`src/rtl/clamp_pkg.sv`:
```
package clamp_pkg;

  localparam int unsigned CFG_W  = 8;
  localparam int unsigned CODE_W = 3;
  localparam int unsigned LUT_W  = 8;

  typedef struct packed {
    logic [1:0]        slice;
    logic [CODE_W-1:0] width;
    logic [CODE_W-1:0] start;
  } clamp_cfg_t;

  localparam logic [CFG_W-1:0] CFG_RST = 8'h1C;

  function automatic logic [LUT_W-1:0] start_clks(input logic [CODE_W-1:0] code);
    case (code)
      3'd0:    return 8'd118;
      3'd1:    return 8'd126;
      3'd2:    return 8'd132;
      3'd3:    return 8'd140;
      3'd4:    return 8'd148;
      3'd5:    return 8'd156;
      3'd6:    return 8'd164;
      default: return 8'd172;
    endcase
  endfunction

  function automatic logic [LUT_W-1:0] width_clks(input logic [CODE_W-1:0] code);
    case (code)
      3'd0:    return 8'd16;
      3'd1:    return 8'd24;
      3'd2:    return 8'd28;
      3'd3:    return 8'd32;
      3'd4:    return 8'd40;
      3'd5:    return 8'd44;
      3'd6:    return 8'd48;
      default: return 8'd52;
    endcase
  endfunction

endpackage

```
`src/rtl/clamp_cfg_reg.sv`:
```
module clamp_cfg_reg
  import clamp_pkg::*;
(
  input  logic             clk_i,
  input  logic             rst_ni,
  input  logic             wr_en_i,
  input  logic [CFG_W-1:0] wr_data_i,
  output logic [CFG_W-1:0] rd_data_o,
  output clamp_cfg_t       cfg_o
);

  logic [CFG_W-1:0] cfg_q;

  always_ff @(posedge clk_i or negedge rst_ni) begin
    if (!rst_ni)      cfg_q <= CFG_RST;
    else if (wr_en_i) cfg_q <= wr_data_i;
  end

  assign rd_data_o = cfg_q;
  assign cfg_o     = clamp_cfg_t'(cfg_q);

  assert_wr_capture_R2: assert property (@(posedge clk_i) disable iff (!rst_ni)
    wr_en_i |=> rd_data_o == $past(wr_data_i));

  assert_cfg_hold_R2: assert property (@(posedge clk_i) disable iff (!rst_ni)
    !wr_en_i |=> $stable(rd_data_o));

endmodule

```
`src/rtl/clamp_lut.sv`:
```
module clamp_lut
  import clamp_pkg::*;
#(
  parameter int unsigned CNT_W = 8
) (
  input  clamp_cfg_t       cfg_i,
  output logic [CNT_W-1:0] start_cnt_o,
  output logic [CNT_W-1:0] end_cnt_o
);

  logic [CNT_W-1:0] width_cnt;

  always_comb begin
    start_cnt_o = CNT_W'(start_clks(cfg_i.start));
    width_cnt   = CNT_W'(width_clks(cfg_i.width));
    end_cnt_o   = start_cnt_o + width_cnt;
  end

endmodule

```
`src/rtl/clamp_timer.sv`:
```
module clamp_timer #(
  parameter int unsigned CNT_W = 8
) (
  input  logic             clk_i,
  input  logic             rst_ni,
  input  logic             sync_i,
  input  logic [CNT_W-1:0] start_cnt_i,
  input  logic [CNT_W-1:0] end_cnt_i,
  output logic             clamp_o
);

  localparam logic [CNT_W-1:0] ONE = CNT_W'(1);

  logic             run_q;
  logic [CNT_W-1:0] cnt_q;
  logic [CNT_W-1:0] start_q;
  logic [CNT_W-1:0] end_q;

  // window parameters are latched at the strobe so writes wait for the next line
  always_ff @(posedge clk_i or negedge rst_ni) begin
    if (!rst_ni) begin
      run_q   <= 1'b0;
      cnt_q   <= '0;
      start_q <= '0;
      end_q   <= '0;
    end else if (sync_i) begin
      run_q   <= 1'b1;
      cnt_q   <= '0;
      start_q <= start_cnt_i;
      end_q   <= end_cnt_i;
    end else if (run_q) begin
      if (cnt_q == end_q - ONE) run_q <= 1'b0;
      else                      cnt_q <= cnt_q + ONE;
    end
  end

  assign clamp_o = run_q && (cnt_q >= start_q);

  // checker-only run length of the current pulse
  logic [CNT_W-1:0] hi_len_q;
  always_ff @(posedge clk_i or negedge rst_ni) begin
    if (!rst_ni)      hi_len_q <= '0;
    else if (clamp_o) hi_len_q <= hi_len_q + ONE;
    else              hi_len_q <= '0;
  end

  assert_rise_at_start_R3: assert property (@(posedge clk_i) disable iff (!rst_ni)
    $rose(clamp_o) |-> cnt_q == start_q);

  assert_width_exact_R4: assert property (@(posedge clk_i) disable iff (!rst_ni)
    ($fell(clamp_o) && !$past(sync_i)) |-> $past(hi_len_q) == end_q - start_q - ONE);

  assert_strobe_clears_R6: assert property (@(posedge clk_i) disable iff (!rst_ni)
    sync_i |=> !clamp_o);

  assert_cfg_latched_R7: assert property (@(posedge clk_i) disable iff (!rst_ni)
    !sync_i |=> ($stable(start_q) && $stable(end_q)));

  assert_no_retrigger_R8: assert property (@(posedge clk_i) disable iff (!rst_ni)
    (!clamp_o && !run_q && !sync_i) |=> !clamp_o);

endmodule

```
`src/rtl/clamp_pulse_gen.sv`:
```
module clamp_pulse_gen
  import clamp_pkg::*;
#(
  parameter int unsigned CNT_W = 8
) (
  input  logic       clk_i,
  input  logic       rst_ni,
  input  logic       sync_i,
  input  logic       wr_en_i,
  input  logic [7:0] wr_data_i,
  output logic [7:0] rd_data_o,
  output logic       clamp_o
);

  clamp_cfg_t       cfg;
  logic [CNT_W-1:0] start_cnt;
  logic [CNT_W-1:0] end_cnt;

  clamp_cfg_reg u_cfg (
    .clk_i     (clk_i),
    .rst_ni    (rst_ni),
    .wr_en_i   (wr_en_i),
    .wr_data_i (wr_data_i),
    .rd_data_o (rd_data_o),
    .cfg_o     (cfg)
  );

  clamp_lut #(.CNT_W(CNT_W)) u_lut (
    .cfg_i       (cfg),
    .start_cnt_o (start_cnt),
    .end_cnt_o   (end_cnt)
  );

  clamp_timer #(.CNT_W(CNT_W)) u_timer (
    .clk_i       (clk_i),
    .rst_ni      (rst_ni),
    .sync_i      (sync_i),
    .start_cnt_i (start_cnt),
    .end_cnt_i   (end_cnt),
    .clamp_o     (clamp_o)
  );

  assert_reset_idle_R1: assert property (@(posedge clk_i) disable iff (!rst_ni)
    $rose(rst_ni) |-> !clamp_o);

endmodule

```
`config.mk`:
```
export PLATFORM = sky130hd
export DESIGN_NAME = clamp_pulse_gen
export DESIGN_NICKNAME = d
export VERILOG_FILES = /design/src/rtl/clamp_pkg.sv /design/src/rtl/clamp_cfg_reg.sv /design/src/rtl/clamp_lut.sv /design/src/rtl/clamp_timer.sv /design/src/rtl/clamp_pulse_gen.sv
export SDC_FILE = /design/constraint.sdc
export NUM_CORES = 1
export LEC_CHECK = 0
export BUFFER_PORTS_ARGS = -buffer_cell sky130_fd_sc_hd__buf_2
export CORE_ASPECT_RATIO = 1.25
export CORE_MARGIN = 2
export CORE_UTILIZATION = 54
export CTS_BUF_LIST = sky130_fd_sc_hd__clkbuf_8
export DETAILED_ROUTE_END_ITERATION = 8
export PLACE_DENSITY = 0.78
export SLEW_MARGIN = 10
export SYNTH_ARGS = -nofsm -noshare
export SYNTH_HDL_FRONTEND = slang
export SYNTH_SLANG_ARGS = --single-unit
export TNS_END_PERCENT = 20
```
`constraint.sdc`:
```
create_clock -name clk_i -period 2.2 [get_ports clk_i]
set_input_delay 0.11 -clock clk_i [delete_from_list [all_inputs] [get_ports clk_i]]
set_output_delay 0.11 -clock clk_i [all_outputs]
set_load 0.005 [all_outputs]
```
* Yosys cells after proc, flatten, opt, wreduce, memory -nomap -nowiden *
Index checks and enable logic that the tools add are counted.
W data, S select, Z words.

word-level totals
  register bits = 33
  input port bits = 12
  output and inout bits = 9
  logic and storage cells = 36

operators by class
  add/sub/neg operators = 3
  order comparisons = 1
  eq/ne operators = 14
  mux-type cells = 8
  reductions and logical operators = 5

operators with widths
  operator               count
  $pmux W8 S7            1
  $pmux W6 S7            1
  $mux W8                3
  $eq A3 B3 Y1 const B   6
  $eq A3 B2 Y1 const B   4
  $add A8 B1 Y8 const B  1
  $add A8 B6 Y8          1
  $eq A8 B8 Y1           1
  $ge A8 B8 Y1           1
  $sub A8 B1 Y8 const B  1
  $eq A3 B1 Y1 const B   2
  $logic_not A3 Y1       2
  $mux W1                3
  $ne A2 B2 Y1 const B   1
  $reduce_and A2 Y1      1
  $reduce_bool A2 Y1     1
  $logic_and A1 B1 Y1    1

* Logic depth before layout (Yosys ltp) *
Gate-level depths: netlist (run 1).

  word-level depth = 5
  mapped depth = 9

* Modules after synthesis *
Synthesis (run 1) repeated with hierarchy kept, for this count alone.

second synthesis, totals
  cell total of the unflattened synthesis = 222
  area total of the unflattened synthesis = 2232.1 um^2

by module, submodules not included
  module         instances  cells an instance  area an instance (um^2)  sequential area each (um^2)
  clamp_timer    1          160                1566.5                   625.6
  clamp_cfg_reg  1          25                 395.4                    203.9
  clamp_lut      1          37                 270.3                    0.0

* Worst setup path before layout (run 1) *
Ideal clock, no wire load.

  path type = register to register
  from = register u_timer.start_q[6] (netlist name)
  to = register u_timer.cnt_q[6]
  library setup time = 0.125 ns
  arrival time = 1.961 ns
  path slack = 0.114 ns
  stages on the path, launching flop included = 10
  clock period less this slack = 2.086 ns
  cells stage by stage = dfrtp_1 -> inv_1 -> ha_1 -> nor3b_1 -> xnor2_1 -> nand4_2 -> o31ai_2 -> buf_6 -> nor4_4 -> mux2_4

RTL lines
  element                 RTL line           source
  end signal: assignment  clamp_timer.sv:33  else cnt_q <= cnt_q + ONE;
  end: declaration        clamp_timer.sv:15  logic [CNT_W-1:0] cnt_q;

* Worst setup path in the final report (run 1) *
  from = register u_timer.start_q[6]
  to = output port clamp_o

on the way
  word-level cells in the longest chain between the ends = 2

RTL lines
  element                   RTL line               source
  start: declaration        clamp_timer.sv:16      logic [CNT_W-1:0] start_q;
  start signal: assignment  clamp_timer.sv:29      start_q <= start_cnt_i;
  $ge A8 B8 Y1              clamp_timer.sv:37      assign clamp_o = run_q && (cnt_q >= start_q);
  $logic_and A1 B1 Y1       clamp_timer.sv:37
  end: declaration          clamp_pulse_gen.sv:12  output logic clamp_o

No other way between the ends.

==> results of run 1 <==
[where the power goes]
part	switching, µW	internal [µW]	total (µW)
registers	83.6	610	694
logic	214	220	435
clock network	220	338	558
[per-layer routing]
layer / vias to the layer above / wire (µm)
met3: 9 / 120
li1: 623 / -
met4: 0 / 76
met1: 602 / 1380
met5: - / 0
met2: 29 / 1790
[cell type report]
class | instances | area [µm²] | share of cell area, %
inverters | 13 | 48.8 | 2.38
clock inverters | 3 | 46.3 | 2.25
multi-input cells | 115 | 967 | 47.1
repair buffers | 26 | 148 | 7.19
clock buffers | 5 | 68.8 | 3.35
well taps | 36 | 45.0 | 2.19
flip-flops and latches | 29 | 729 | 35.5
[cell families (layout without fill, tap and decap cells)]
kind of cell / count (synthesis) / count (layout) / share of synthesized area [%]
simple gates: 40 / 40 / 13.3
fa+ha+maj: 13 / 13 / 9.91
mux: 15 / 15 / 9.83
buf+inv: 19 / 47 / 4.59
compound gates: 29 / 29 / 10.7
flops: 29 / 29 / 42.5
xor+xnor: 18 / 18 / 9.18
[timing repair]
item,in CTS,in global routing
endpoints found under the hold margin,26,0
gates resized for setup,2,10
endpoints found under the setup margin,2,8
buffers inserted,0,1
pin swaps,0,8
hold buffers,1,0
[stage by stage]
| stage | cells | util, % |
|---|---|---|
| after floorplan | 163 | - |
| after global placement | 217 | 62.1 |
| after detailed placement | 217 | 62.1 |
| after CTS | 226 | 66.5 |
| after global routing | 227 | 68.4 |
| final | 227 | 68.4 |
[final timing paths]
| check | end | slack (ns) | from | depth (start not counted) |
|---|---|---|---|---|
| max in group asynchronous | u_timer.start_q[3] | 1.41 | rst_ni | 2 |
| min in group asynchronous | u_timer.cnt_q[7] | 0.37 | rst_ni | 2 |
| worst max register to register | u_timer.end_q[6] | 0.10 | u_cfg.cfg_o[3] | 7 |
| worst max-delay path | clamp_o | 0.08 | u_timer.start_q[6] | 9 |
| worst min register to register | u_timer.start_q[2] | 0.49 | u_timer.start_q[2] | 1 |
| worst min-delay path | u_cfg.cfg_o[1] | 0.03 | wr_data_i[1] | 3 |
[flip-flops by register name, indices dropped and copies added, names as in the netlist]
signal / count
u_cfg.cfg_o: 8
u_timer.cnt_q: 8
u_timer.end_q: 6
u_timer.start_q: 6
u_timer.run_q: 1
[critical path: cells and delay by family (launching register included)]
family                     cells  cell delay [ns]
buffers and inverters          3             0.33
AOI/OAI and AO/OA              5             0.72
adders and majority gates      1             0.27
DFF                            1             0.40
[cell usage after synthesis, types with 2 or more instances]
cell type                  number  area (µm²)
sky130_fd_sc_hd__xnor2_1        9        78.8
sky130_fd_sc_hd__dfstp_2        3        78.8
sky130_fd_sc_hd__nor2_1        10        37.5
sky130_fd_sc_hd__or4_1          2        15.0
sky130_fd_sc_hd__mux2_2        11         124
sky130_fd_sc_hd__dfrtp_1       26         651
sky130_fd_sc_hd__mux2i_1        3        30.0
sky130_fd_sc_hd__or3_1          2        12.5
sky130_fd_sc_hd__ha_1          12         150
sky130_fd_sc_hd__xor2_1         9        78.8
sky130_fd_sc_hd__nand3_1        4        20.0
sky130_fd_sc_hd__a21o_1         4        30.0
sky130_fd_sc_hd__o21ai_0        8        40.0
sky130_fd_sc_hd__inv_1         13        48.8
sky130_fd_sc_hd__o31ai_1        3        22.5
sky130_fd_sc_hd__clkbuf_1       4        15.0
sky130_fd_sc_hd__a21oi_1       10        50.1
sky130_fd_sc_hd__nand2_1       10        37.5
==> flow_results.org, run 1 <==
** Critical path
- Crit path cell chain :: buf_4, ha_1, inv_1, o21ai_0, a21o_1, a21oi_2, o21ai_0, a41o_1, buf_2
- Largest fanout on the critical path :: 3
- Arrival time at the worst endpoint :: 2.01 ns
- Critical path's slowest cell :: sky130_fd_sc_hd__dfrtp_1
- Data required time of the critical path :: 2.09 ns
- STA classifies the critical path endpoint as an output port.
- Critical Path Source Type :: flop
- Cell type with the highest occurrence count on the critical path :: sky130_fd_sc_hd__o21ai_0
- Biggest cell delay along the critical path :: 0.40 ns
- The worst setup path is of the reg2out kind.

** Timing
- Static timing analysis puts the maximum clock frequency at 472 MHz.
- Once routing completed, OpenROAD measured the worst setup slack at 0.0808 ns.
- Count of pins over their slew limit :: 0
- At the pin with the least slew margin, the transition time is 0.634 ns.
- Hold is met by 0.0308 ns.
- The worst path uses 96.3% of the clock period.
- Setup tns final :: 0 ns
- The count of endpoints failing hold in the final timing report is 0.
- The clock arrives with 0.00476 ns of skew.
- The worst pin sits at a relative slew slack of 57.7%.
- The worst path in the final design needs a cycle of 2.12 ns, including I/O delays and setup.
- Setup violations remaining at the end of the flow were counted as 0.

** Drt
- In the routed design, unresolved DRC markers number 0.
- First-pass detailed-route iteration total :: 4
- Per-cell via count in the routed design :: 5.56
- After the first detailed-routing iteration, the DRC count stood at 14.
- In the final routed layout, each cell accounts on average for 14.8 µm.
- The detail route stage leaves a number of antenna-violating nets equal to 0.
- Wires add up to 3370 µm.
- Detailed routing inserted a total of 1263 vias.

** Global route
- Global-route wire length before repair :: 5620 µm
- Initial antenna violation count :: 0
- Largest net degree at the start of global routing :: 30
- Global routing used 6.50% of the available met3 tracks.
- Aggregate global-route resource usage :: 22.0%
- Vias in the first global route :: 1302
- GRT busiest layer :: met2
- For this run the aggregate overflow at the end of global routing stands at 0.
- For this run, global-route usage on met1 was measured as 23.1%.
- Global routing used 37.5% of the available met2 tracks.

** Cells and area
- For this run, the post-layout net count is 215.
- Commonest cells after routing, fill and taps aside :: 26 x sky130_fd_sc_hd__dfrtp_1, 20 x sky130_fd_sc_hd__buf_2, 11 x sky130_fd_sc_hd__mux2_2, 11 x sky130_fd_sc_hd__inv_1, 11 x sky130_fd_sc_hd__ha_1
- The area growth from synthesis to layout is 19.5%.
- Fraction of layout cells with a size suffix above 1 :: 34.0%
- The filler cells instantiated in the layout total 233.
- # diodes :: 0
- Post-Layout Inst Area :: 2050 µm²
- Leaving out fill and tap cells, the most frequent cell in the layout is sky130_fd_sc_hd__dfrtp_1.

** Outcome
- The flow ran to the end, and the final reports show no timing, DRC or antenna violations.

** Logic synthesis
- In the synthesized netlist, the number of instances is 163.
- The cell area that synthesis handed to floorplanning was 1720 µm².
- Main synth FF type :: sky130_fd_sc_hd__dfrtp_1
- Share of flip-flops with an asynchronous set or reset :: 100%
- After synthesis, flip-flops and latches occupy 42.5% of the total area.
- In this run, synthesis produced a sequential element count of 29.
- The average instance in the mapped netlist occupies 10.5 µm².
- Counting distinct cell types in the post-synthesis netlist gives 38.
- Synthesis Warnings :: 0
- Yosys mapped a number of flops with a built-in enable equal to 0.
- Post-synthesis net count :: 188

** Min path
- Class of the tightest hold or removal check :: in2reg

** Clock tree
- H-tree Lvls :: 2
- No sink is reached through more buffers than the 2 on the longest clock path.
- TritonCTS Buffers :: 5
- CTS placed an instance of sky130_fd_sc_hd__clkbuf_8 at the clock tree root.
- After clock tree synthesis, the clock-pin slew on the worst setup and hold paths is 0.07 ns.
- TritonCTS built the clock tree.
- The later pin in the worst-skew pair is clocked with a latency of 0.29 ns.
- Clk sinks :: 29

** Floorplan
- Total die area :: 3650 µm²
- In this run the core area contains 22 standard-cell rows.
- I/O pin count :: 21
- The die is 54.5 µm wide.
- Initial core utilization :: 57.3%
- Standard cell core area :: 3000 µm²
- From bottom edge to top edge, the die measures 67.1 µm.

** Place
- HPWL after detailed placement :: 2430 µm
- DP Worst Slack :: -0.0759 ns
- Count of input and output buffers :: 20
- After detailed placement, the total cell area comes to 1860 µm².
- RePlAce Congestion :: 0.835

** Pwr
- For this design the ratio of total power to cell area is 821 nW/µm².
- Total power consumption of the routed design :: 1690 µW
- Largest vdd supply drop :: 0.573 mV
- The analysis attributes to cell leakage a power of 0.000962 µW.

** Job
- Max-cap violation count :: 0
Note: power is estimated with default switching activity, not from simulation.
==> run 2, diff against run 1 <==
--- a/config.mk
+++ b/config.mk
@@ -6,7 +6,7 @@
 export NUM_CORES = 1
 export LEC_CHECK = 0
 export BUFFER_PORTS_ARGS = -buffer_cell sky130_fd_sc_hd__buf_2
-export CORE_ASPECT_RATIO = 1.25
+export CORE_ASPECT_RATIO = 1.75
 export CORE_MARGIN = 2
 export CORE_UTILIZATION = 54
 export CTS_BUF_LIST = sky130_fd_sc_hd__clkbuf_8
==> run 2 against run 1 <==
Against the previous run: power shrank 3.3%; sequential power is essentially flat; count of clock-buffer cells in the layout grew 2; final cell count grew 5.7%; clock power shrank 11%; die area grew 0.41%; global-route usage grew 1.0 points; largest power group unchanged.
==> flow_results.org, run 2 (synthesized netlist as in run 1, its figures left out) <==
** Outcome
- Result of the run :: finished, final reports clean (unchanged)

** Clock tree
- The CTS sink count was 29 (unchanged).
- H-tree Lvls :: 2 (unchanged)
- The clock-pin slew of the registers on the worst-case setup and hold paths is 0.07 ns (about the same).
- Maximum clock path buffer count :: 2 (unchanged)
- The total clock buffers created by CTS was 5 (unchanged).
- The TritonCTS clock tree was built (unchanged).
- The clock insertion delay at the later pin of the skew report came to 0.29 ns (about the same).
- Clock tree root driver cell :: sky130_fd_sc_hd__clkbuf_8 (unchanged)

** Pwr
- The largest voltage drop on the vdd net was 0.681 mV (was 0.573 mV).
- The cell internal power dissipation is 1120 µW (was 1170 µW).
- Logic pwr share :: 27.1% (was 25.8%)
- The fraction of power spent switching nets is 31.5% (was 30.7%).
- The static power due to leakage was 0.00101 µW (was 0.000962 µW).
- Net switching power :: 513 µW (was 518 µW)
- Portion of total power attributed to sequential cells :: 42.6% (was 41.1%)
- The power density relative to cell area was 778 nW/µm² (was 821 nW/µm²).
- Part of the power in the clock network :: 30.3% (was 33.1%)

** Critical path
- The maximum cell stage delay along the critical path came to 0.53 ns (was 0.40 ns).
- Crit path cell chain :: inv_1, ha_1, xor2_1, and3_1, nand4_2, o31ai_4, buf_2, or4_1, a21oi_2 (was buf_4, ha_1, inv_1, o21ai_0, a21o_1, a21oi_2, o21ai_0, a41o_1, buf_2)
- Largest fanout on the critical path :: 5 (was 3)
- Data required time of the critical path :: 2.42 ns (was 2.09 ns)
- The worst path arrival time was 2.40 ns (was 2.01 ns).
- Critical Path Start :: u_timer.start_q[6] (unchanged)
- The buffer and inverter count on the worst path was 2 (was 3).
- Class of the most critical setup path :: reg2reg (was reg2out)
- R2r startpoint :: u_timer.start_q[6] (was u_cfg.cfg_o[3])
- Critical Path Source Type :: flop (unchanged)
- The slowest library cell on the worst path is sky130_fd_sc_hd__or4_1 (was sky130_fd_sc_hd__dfrtp_1).
- The largest delay contributor family on the critical path was simple AND/OR/NAND/NOR gates (was compound AO/OA/AOI/OAI gates).
- Kind of end point of the critical path :: flop (was output port)

** Floorplan
- Die height :: 78.6 µm (was 67.1 µm)
- The area inside the core boundary came to 3110 µm² (was 3000 µm²).
- Initial core utilization :: 55.3% (was 57.3%)
- The number of rows in the core area was 27 (was 22).
- Total die area :: 3670 µm² (was 3650 µm²)
- Chip Width :: 46.6 µm (was 54.5 µm)
- The count of boundary I/O pins is 21 (unchanged).

** Min path
- The launch instance of the worst min-delay path is wr_data_i[1] (unchanged).
- Class of the tightest hold or removal check :: in2reg (unchanged)

** Drt
- The starting DRC count in detailed routing was 19 (was 14).
- The detail-routed via count per cell was 5.46 (was 5.56).
- DRC Markers :: 0 (unchanged)
- Antenna viol nets, final :: 0 (unchanged)
- The detailed-route wire length on metal 1 is 1260 µm (was 1380 µm).
- Routed wl met2 :: 2140 µm (was 1790 µm)
- The via total after detailed routing was 1310 (was 1263).
- The routed wirelength normalized by instance count came to 15.3 µm (was 14.8 µm).
- The sum of met3 wire segment lengths after detailed routing came to 115 µm (was 120 µm).
- Top routing layer used :: met4 (unchanged)
- First-pass detailed-route iteration total :: 3 (was 4)
- Final Routed Wirelength :: 3680 µm (was 3370 µm)

** Global route
- The global-route wire length before repair came to 5860 µm (was 5620 µm).
- Vias in the first global route :: 1374 (was 1302)
- Aggregate global-route resource usage :: 23.1% (was 22.0%)
- Largest net degree at the start of global routing :: 30 (unchanged)
- The overall overflow remaining after global route is 0 (unchanged).
- The number of antenna violations at the first check in global routing was 0 (unchanged).

** Place
- Cell count after placement :: 228 (was 217)
- RePlAce Congestion :: 0.807 (was 0.835)
- HPWL after detailed placement :: 2650 µm (was 2430 µm)
- The number of buffers inserted by port buffering was 20 (unchanged).

** Cells and area
- Growth of design area from synthesis to finish :: 21.9% (was 19.5%)
- The number of filler cells placed in the layout was 231 (was 233).
- Commonest cells after routing, fill and taps aside: 26 x sky130_fd_sc_hd__dfrtp_1, 21 x sky130_fd_sc_hd__buf_2, 13 x sky130_fd_sc_hd__inv_1 (was 26 x sky130_fd_sc_hd__dfrtp_1, 20 x sky130_fd_sc_hd__buf_2, 11 x sky130_fd_sc_hd__mux2_2, 11 x sky130_fd_sc_hd__inv_1, 11 x sky130_fd_sc_hd__ha_1).
- The fraction of layout cells with a size suffix above 1 was 36.0% (was 34.0%).
- # diodes :: 0 (unchanged)
- The final layout net count was 221 (was 215).
- Number of non-filler instances in the completed layout :: 240 (was 227)
- The most common library cell in the layout ignoring fill and taps was sky130_fd_sc_hd__dfrtp_1 (unchanged).

** Timing
- The count of final setup violators came to 0 (unchanged).
- The worst slew margin relative to its limit is 56.8% (was 57.7%).
- RSZ-0062 raised after global routing :: true
- The count of endpoints failing hold in the final timing report came to 0 (unchanged).
- Count of pins over their slew limit :: 0 (unchanged)
- The fmax was 460 MHz (was 472 MHz).
- The final critical delay including setup and external delays came to 2.17 ns (was 2.12 ns).
- Slew at the pin closest to its max-slew limit :: 0.648 ns (was 0.634 ns)
- Part of the cycle the worst path needs :: 98.8% (was 96.3%)
- The clock skew was 0.00845 ns (was 0.00476 ns).
- The worst hold margin is 0.0347 ns (was 0.0308 ns).
- Setup tns final :: 0 ns (unchanged)

** Job
- The number of violations of the max-capacitance limit is 0 (unchanged).
[run 2: layout make-up]
type / instances / area (µm²) / share of cell area (%)
Clock buffer: 7 / 96.3 / 4.60
Multi-Input combinational cell: 115 / 967 / 46.2
Timing Repair Buffer: 32 / 194 / 9.26
Inverter: 13 / 48.8 / 2.33
Clock inverter: 1 / 5.00 / 0.239
Tap cell: 43 / 53.8 / 2.57
Sequential cell: 29 / 729 / 34.8
[run 2: stage by stage]
step | area [µm²] | total power (µW) | setup slack, ns | utilization [%]
floorplan | 1720 | 981 | 0.114 | -
global placement | 1900 | 1080 | 0.0480 | 61.2
detailed placement | 1900 | 1100 | -0.0142 | 61.2
CTS | 2020 | 1610 | 0.0143 | 65.0
global route | 2090 | 1720 | -0.0642 | 67.4
finish | 2090 | 1630 | 0.0258 | 67.4
[run 2: repair_timing]
action                                  in CTS  in global routing
endpoints found under the setup margin       2                  8
gates resized for setup                      2                 14
pin swaps                                    0                  5
hold endpoints to repair                    26                  0
setup buffers                                0                  2
cloned                                       0                  1
hold buffers                                 1                  0
[run 2: power by group through the flow]
stage / clock, µW / sequential (µW) / combinational, µW
after floorplan: 0 / 680 / 301
final: 494 / 694 / 442
after CTS: 503 / 691 / 414
after global placement: 0 / 692 / 388
after detailed placement: 0 / 700 / 405
after global routing: 519 / 705 / 493
[run 2: path summary, 6_finish.rpt]
| check | cells past startpoint | slack [ns] | end |
|---|---|---|---|
| setup / recovery | 9 | 0.03 | u_timer.cnt_q[7] |
| hold reg to reg | 1 | 0.47 | u_timer.start_q[2] |
| setup reg to reg | 9 | 0.03 | u_timer.cnt_q[7] |
| min in group asynchronous | 2 | 0.38 | u_timer.start_q[2] |
| max in group asynchronous | 2 | 1.39 | u_cfg.cfg_o[5] |
| hold / removal | 3 | 0.03 | u_cfg.cfg_o[1] |
[run 2: worst min-delay path, delay by kind of cell]
kind	cells	cell delay, ns
buffers and inverters	1	0.08
AO/OA/AOI/OAI	1	0.06
AND/OR/NAND/NOR	1	0.04
[run 2: metal layers]
layer	up-vias	global-route usage, %
li1	634	-
met1	635	21.3
met2	30	41.5
met3	11	4.83
met4	0	15.0
met5	-	0
